`src/rtl/dma_pair_packer.sv`:
```
module dma_pair_packer #(
  parameter int CW = 8
) (
  input  logic          clk,
  input  logic          rst_n,
  input  logic          dma_en,
  input  logic          dir_in,
  input  logic          swap_hi_first,
  input  logic          dmaack_n,
  input  logic          cs_n,
  input  logic [15:0]   host_wdata,
  output logic [15:0]   host_rdata,
  input  logic [CW-1:0] fifo_count,
  input  logic [CW-1:0] fifo_free,
  input  logic [7:0]    fifo_head0,
  input  logic [7:0]    fifo_head1,
  output logic          fifo_pop2,
  output logic          fifo_push2,
  output logic [7:0]    fifo_wdata0,
  output logic [7:0]    fifo_wdata1,
  output logic          dmareq_n,
  output logic          proto_err
);
  localparam logic [CW-1:0] ONE_WORD  = CW'(2);
  localparam logic [CW-1:0] TWO_WORDS = CW'(4);

  logic        ack_q, req, bad;
  logic [15:0] rd_q, wr_q;
  logic [CW-1:0] level;

  wire ack_fall = ack_q & ~dmaack_n;
  wire ack_rise = ~ack_q & dmaack_n;
  wire clash    = ~dmaack_n & ~cs_n;
  wire move     = ack_rise & ~bad & dma_en;

  assign level = dir_in ? fifo_free : fifo_count;

  always_ff @(posedge clk or negedge rst_n) begin
    if (!rst_n) begin
      ack_q     <= 1'b1;
      req       <= 1'b0;
      bad       <= 1'b0;
      proto_err <= 1'b0;
      rd_q      <= '0;
      wr_q      <= '0;
    end else begin
      ack_q <= dmaack_n;
      if (clash) proto_err <= 1'b1;
      if (ack_fall) bad <= ~cs_n;
      else if (clash) bad <= 1'b1;
      if (ack_fall) rd_q <= swap_hi_first ? {fifo_head0, fifo_head1} : {fifo_head1, fifo_head0};
      if (!dmaack_n) wr_q <= host_wdata;
      if (!dma_en) req <= 1'b0;
      else if (ack_fall) req <= (level >= TWO_WORDS);
      else if (dmaack_n && !ack_rise) req <= (level >= ONE_WORD);
    end
  end

  assign dmareq_n    = ~req;
  assign fifo_pop2   = move & ~dir_in;
  assign fifo_push2  = move & dir_in;
  assign fifo_wdata0 = swap_hi_first ? wr_q[15:8] : wr_q[7:0];
  assign fifo_wdata1 = swap_hi_first ? wr_q[7:0]  : wr_q[15:8];
  assign host_rdata  = (~ack_q & ~dir_in) ? rd_q : 16'h0000;

  a_r8_one_way: assert property (@(posedge clk) disable iff (!rst_n)
    !(fifo_pop2 && fifo_push2));
  a_r7_sticky: assert property (@(posedge clk) disable iff (!rst_n)
    proto_err |=> proto_err);
  a_r10_disabled: assert property (@(posedge clk) disable iff (!rst_n)
    !dma_en |=> dmareq_n);
  a_r4_move_on_rise: assert property (@(posedge clk) disable iff (!rst_n)
    (fifo_pop2 || fifo_push2) |-> (dmaack_n && !$past(dmaack_n)));
  a_r3_drop_on_fall: assert property (@(posedge clk) disable iff (!rst_n)
    (ack_fall && !dir_in && fifo_count < TWO_WORDS) |=> dmareq_n);
  a_r7_clash_flags: assert property (@(posedge clk) disable iff (!rst_n)
    clash |=> proto_err);
endmodule

```
`config.mk`:
```
export PLATFORM = sky130hd
export DESIGN_NAME = dma_pair_packer
export DESIGN_NICKNAME = d
export VERILOG_FILES = /design/src/rtl/dma_pair_packer.sv
export SDC_FILE = /design/constraint.sdc
export NUM_CORES = 1
export LEC_CHECK = 0
export CAP_MARGIN = 20
export CELL_PAD_IN_SITES_DETAIL_PLACEMENT = 2
export CELL_PAD_IN_SITES_GLOBAL_PLACEMENT = 2
export CORE_UTILIZATION = 24
export CTS_CLUSTER_DIAMETER = 120
export DETAILED_ROUTE_END_ITERATION = 8
export PLACE_DENSITY = 0.77
export SLEW_MARGIN = 20
export SYNTH_ARGS = -nofsm -noshare
export SYNTH_HDL_FRONTEND = slang
export SYNTH_SLANG_ARGS = --single-unit
export TNS_END_PERCENT = 5
```
`constraint.sdc`:
```
create_clock -name clk -period 1.4 [get_ports clk]
set_input_delay 0.35 -clock clk [delete_from_list [all_inputs] [get_ports clk]]
set_output_delay 0.35 -clock clk [all_outputs]
set_load 0.01 [all_outputs]
```
==> results.md <==
Power and ir drop:
- The static leakage is 1.42 nW.
- The portion of total power attributed to sequential cells is around 41%.
- Cell internal power was estimated by the tool at between 2 and 2.5 mW.
- The areal power density over the cells is roughly 960 nW/um^2.
- The clock power share is between 30% and 40%.
- Combinational logic burns about a quarter of the power.
- IR analysis of the VDD net gives a maximum drop of roughly 0.00048 V.
- The switching power is 762 uW.
- Net switching is approximately a quarter of the power.
- The total power is just over 3 mW.

Global routing:
- Entering global routing, the biggest net connects 34 pins.
- The via count of the first global-routing pass is between 1500 and 2000.
- The number of antenna violations at the first check in global routing came to 0.
- Global routing used approximately 14% of the available tracks across all layers.
- Summed over all layers, the global routing overflow is 0.
- The first global-routing pass estimated 9290 um of wire.

Synth:
- The netlist uses 22 different library cells.
- The combinational family with the most area after synthesis is multiplexers.
- A synthesized cell averages 11.5 um^2.
- After synthesis, the largest area contributor takes up a little under half of total cell area.
- The biggest area consumer among synthesized cells is sky130_fd_sc_hd__dfrtp_1.
- The most used flip-flop cell after synthesis is sky130_fd_sc_hd__dfrtp_1.
- The cell area after synthesis is between 1500 and 2000 um^2.
- After Yosys synthesis, and, or, nand and nor cells account for 12.6% of the synthesized area.
- The synthesized netlist devotes 0% of its cell area to adder and majority cells.
- The commonest cells after synthesis are sky130_fd_sc_hd__dfrtp_1 (35), sky130_fd_sc_hd__mux2_2 (32), sky130_fd_sc_hd__nand2_1 (20).
- Of all flip-flops after synthesis, the portion carrying an async set or reset was 100%.
- The complex-gate fraction of the synthesized area is just under 7%.
- The number of enable flip-flop cells after synthesis is 0.
- Counting flops and latches in the post-synthesis netlist gives 36.
- Sequential elements use 48.5% of the synthesized area.
- The post-synthesis xor/xnor area fraction is 0%.
- Synthesis produced a netlist with a net count of about 220.
- Of the post-synthesis cell area, the part taken by muxes is between 20% and 30%.
- After technology mapping, the gate count stands at 162.
- The most common cell in the synthesized netlist is sky130_fd_sc_hd__dfrtp_1.
- In the post-synthesis netlist, the biggest area contributors are sky130_fd_sc_hd__dfrtp_1 (47%), sky130_fd_sc_hd__mux2_2 (19%), sky130_fd_sc_hd__mux2i_1 (8.6%).
- The Yosys step of the flow raised 0 warnings.

Timing:
- The setup slack of the critical path after layout is -0.256 ns.
- The measured slew at the worst slew-check pin is 0.345 ns.
- The final setup TNS is -4.97 ns.
- The final setup violation count is 34.
- Derived from the worst setup path, the maximum achievable clock frequency is about 600 MHz.
- The minimum clock period after layout is ~1.7 ns.
- The number of pins with negative max-slew slack in the final report came to 0.
- The share of the clock period used by the worst path is 118%.
- Across the routed clock network, the largest skew measured is around 0.0035 ns.
- In this run the tightest slew margin relative to its limit is approximately three quarters.
- Setup repair after global routing could not meet its margin everywhere.
- The final-report hold violation count is 0.

Routing:
- The total number of vias is approximately 1600.
- The per-cell routed wire length is around 16 um.
- The routed length on met2 is 2850 um.
- The first-pass iteration count of the detailed router is 3.
- For this block, the initial DRC count from the detailed router was between 40 and 50.
- The detailed router put a total of between 2000 and 2500 um of wire on met1.
- After detailed routing, the number of vias per cell comes to roughly 4.5.
- After detailed routing, the met3 layer carries 469 um of wire.
- The DRC violation count after routing is 0.
- The highest metal layer carrying signal wires in the routed design is met4.
- The total wire length after detailed routing is 5610 um.
- The number of nets still failing antenna checks after routing is 0.

Cells and area:
- Relative to the synthesized area, the layout overhead comes to 70.3%.
- The count of inserted antenna diode cells is 0.
- The number of nets in the layout is around 320.
- The post-route netlist has 42.0% of its cells at a drive strength greater than 1.
- The filler cells instantiated in the layout total slightly below 800.

Critical path:
- The most numerous cell type found on the critical path is sky130_fd_sc_hd__buf_6.
- The critical path goes through nor2_4 > buf_6 > and2_4 > buf_6.
- In this design, the stage delay of the slowest critical-path cell is around 0.57 ns.
- The data required time of the critical path is between 1 and 1.5 ns.
- STA puts the critical path data arrival time at between 1 and 1.5 ns.
- The worst setup path is of the flop to output port kind.
- For this design, the slowest cell found on the critical path is sky130_fd_sc_hd__dfstp_2.
- The critical path launch point type is a flop.
- The largest driver fanout on the critical path is 8.
- The worst setup path is captured at an output port.

CTS:
- The H-tree was split into 2 levels.
- The clock insertion delay at the later pin of the skew report is around 0.29 ns.
- The sink count of the clock tree is 36.
- The clock root buffer master is sky130_fd_sc_hd__clkbuf_8.
- After clock tree synthesis, the clock-pin slew on the worst setup and hold paths is about 0.070 ns.
- TritonCTS built the clock tree.
- The total clock buffers created by CTS is 5.
- The clock passes through at most 2 buffers.

Place:
- Prior to clock tree synthesis, the placed netlist has a worst setup slack of -0.736 ns.
- The number of I/O port buffers is 88.
- The final weighted congestion of routability-driven global placement is ~0.66.
- The total half-perimeter wirelength after legalization and detailed placement is about 4200 um.

Floorplanning:
- The initialized floorplan defines 31 standard-cell rows.
- The total area inside the core boundary comes to approximately 7400 um^2.
- The floorplan step set the die height to ~90 um.
- The initial core utilization is roughly 25%.
- The die area is between 8000 and 9000 um^2.
- The die is approximately 90 um wide.
- During I/O placement, the number of pins put on the boundary was between 90 and 100.

Status:
- The run finished, with violations left.
- The final reports fail on negative setup slack.

Worst hold path:
- The path type of the worst min-delay path is primary input to flop.

Flow run:
- The tool flagged a number of max-cap violations equal to 0.
-- per-layer routing --
metal / track usage [%] / vias to the layer above
met5: 0 / -
met4: 2.82 / 0
met3: 5.75 / 5
met2: 26.3 / 58
met1: 15.9 / 783
li1: - / 762
-- through the flow --
step	cell area [um^2]	instances	hold slack [ns]	utilization (%)
after floorplan	1860	162	0.0544	-
after global placement	2920	351	0.274	39.7
after detailed placement	2920	351	0.279	39.7
after CTS	3170	363	0.487	43.1
after global routing	3170	361	0.467	43.0
final	3170	361	0.462	43.0
-- power groups by stage --
stage / Sequential [mW] / Clock [mW] / Combinational [mW]
floorplan: 1.22 / 0 / 0.322
global route: 1.25 / 1.10 / 0.860
finish: 1.23 / 1.02 / 0.796
detailed placement: 1.25 / 0 / 0.748
global placement: 1.24 / 0 / 0.728
CTS: 1.23 / 1.06 / 0.801
-- kinds of logic (layout without fill, tap and decap cells) --
family,after synthesis,after routing
muxes,48,48
and+or+nand+nor,45,45
DFF,36,36
AOI/OAI and AO/OA,22,22
buffers and inverters,11,111
-- final timing paths --
path                       slack, ns             end      from  cells after the start
max reg2reg                     0.17         rd_q[8]     ack_q                      5
min reg2reg                     0.49         rd_q[2]   rd_q[2]                      2
max in group asynchronous       0.49        rd_q[15]     rst_n                      3
max                            -0.26  host_rdata[12]     ack_q                      4
min in group asynchronous       0.49        wr_q[13]     rst_n                      2
min                             0.46           ack_q  dmaack_n                      2
-- flip-flops by register name (all words and copies together) (netlist names) --
signal     cells
proto_err      1
bad            1
rd_q          16
ack_q          1
wr_q          16
req            1
-- cell usage in the layout, fill, tap and decap left out, drive strengths merged, types with 2 or more instances in the layout --
| master | instances |
|---|---|
| buf | 49 |
| clkdlybuf4s50 | 47 |
| dfrtp | 35 |
| mux2 | 32 |
| nand2 | 20 |
| o21ai | 17 |
| and2 | 16 |
| mux2i | 16 |
| clkbuf | 7 |
| nor3 | 3 |
| o2111ai | 2 |
| dlygate4sd2 | 2 |
| dlymetal6s2s | 2 |
-- critical path, delay by kind of cell, from the launching register on --
kind	cells	cell delay, ns
buf+inv	2	0.25
flops	1	0.57
simple gates	2	0.20
-- timing repair --
| item | 4_1_cts | 5_1_grt |
|---|---|---|
| resized for setup | 184 | 15 |
| setup endpoints to repair | 54 | 52 |
| endpoints found under the hold margin | 10 | 0 |
| buffers inserted | 2 | 0 |
| gates cloned | 1 | 0 |
| pin swaps | 17 | 4 |
| hold buffers | 1 | 0 |
-- layout make-up --
class	instances	area, um^2	share of cell area, %
tap	99	124	3.91
timing repair buffer	102	1050	33.2
sequential	36	902	28.5
clock buffer	7	96.3	3.04
clock inverter	1	30.0	0.948
multi-input combinational	115	960	30.3
inverter	1	3.75	0.118
Power figures use the tool's default switching activity.
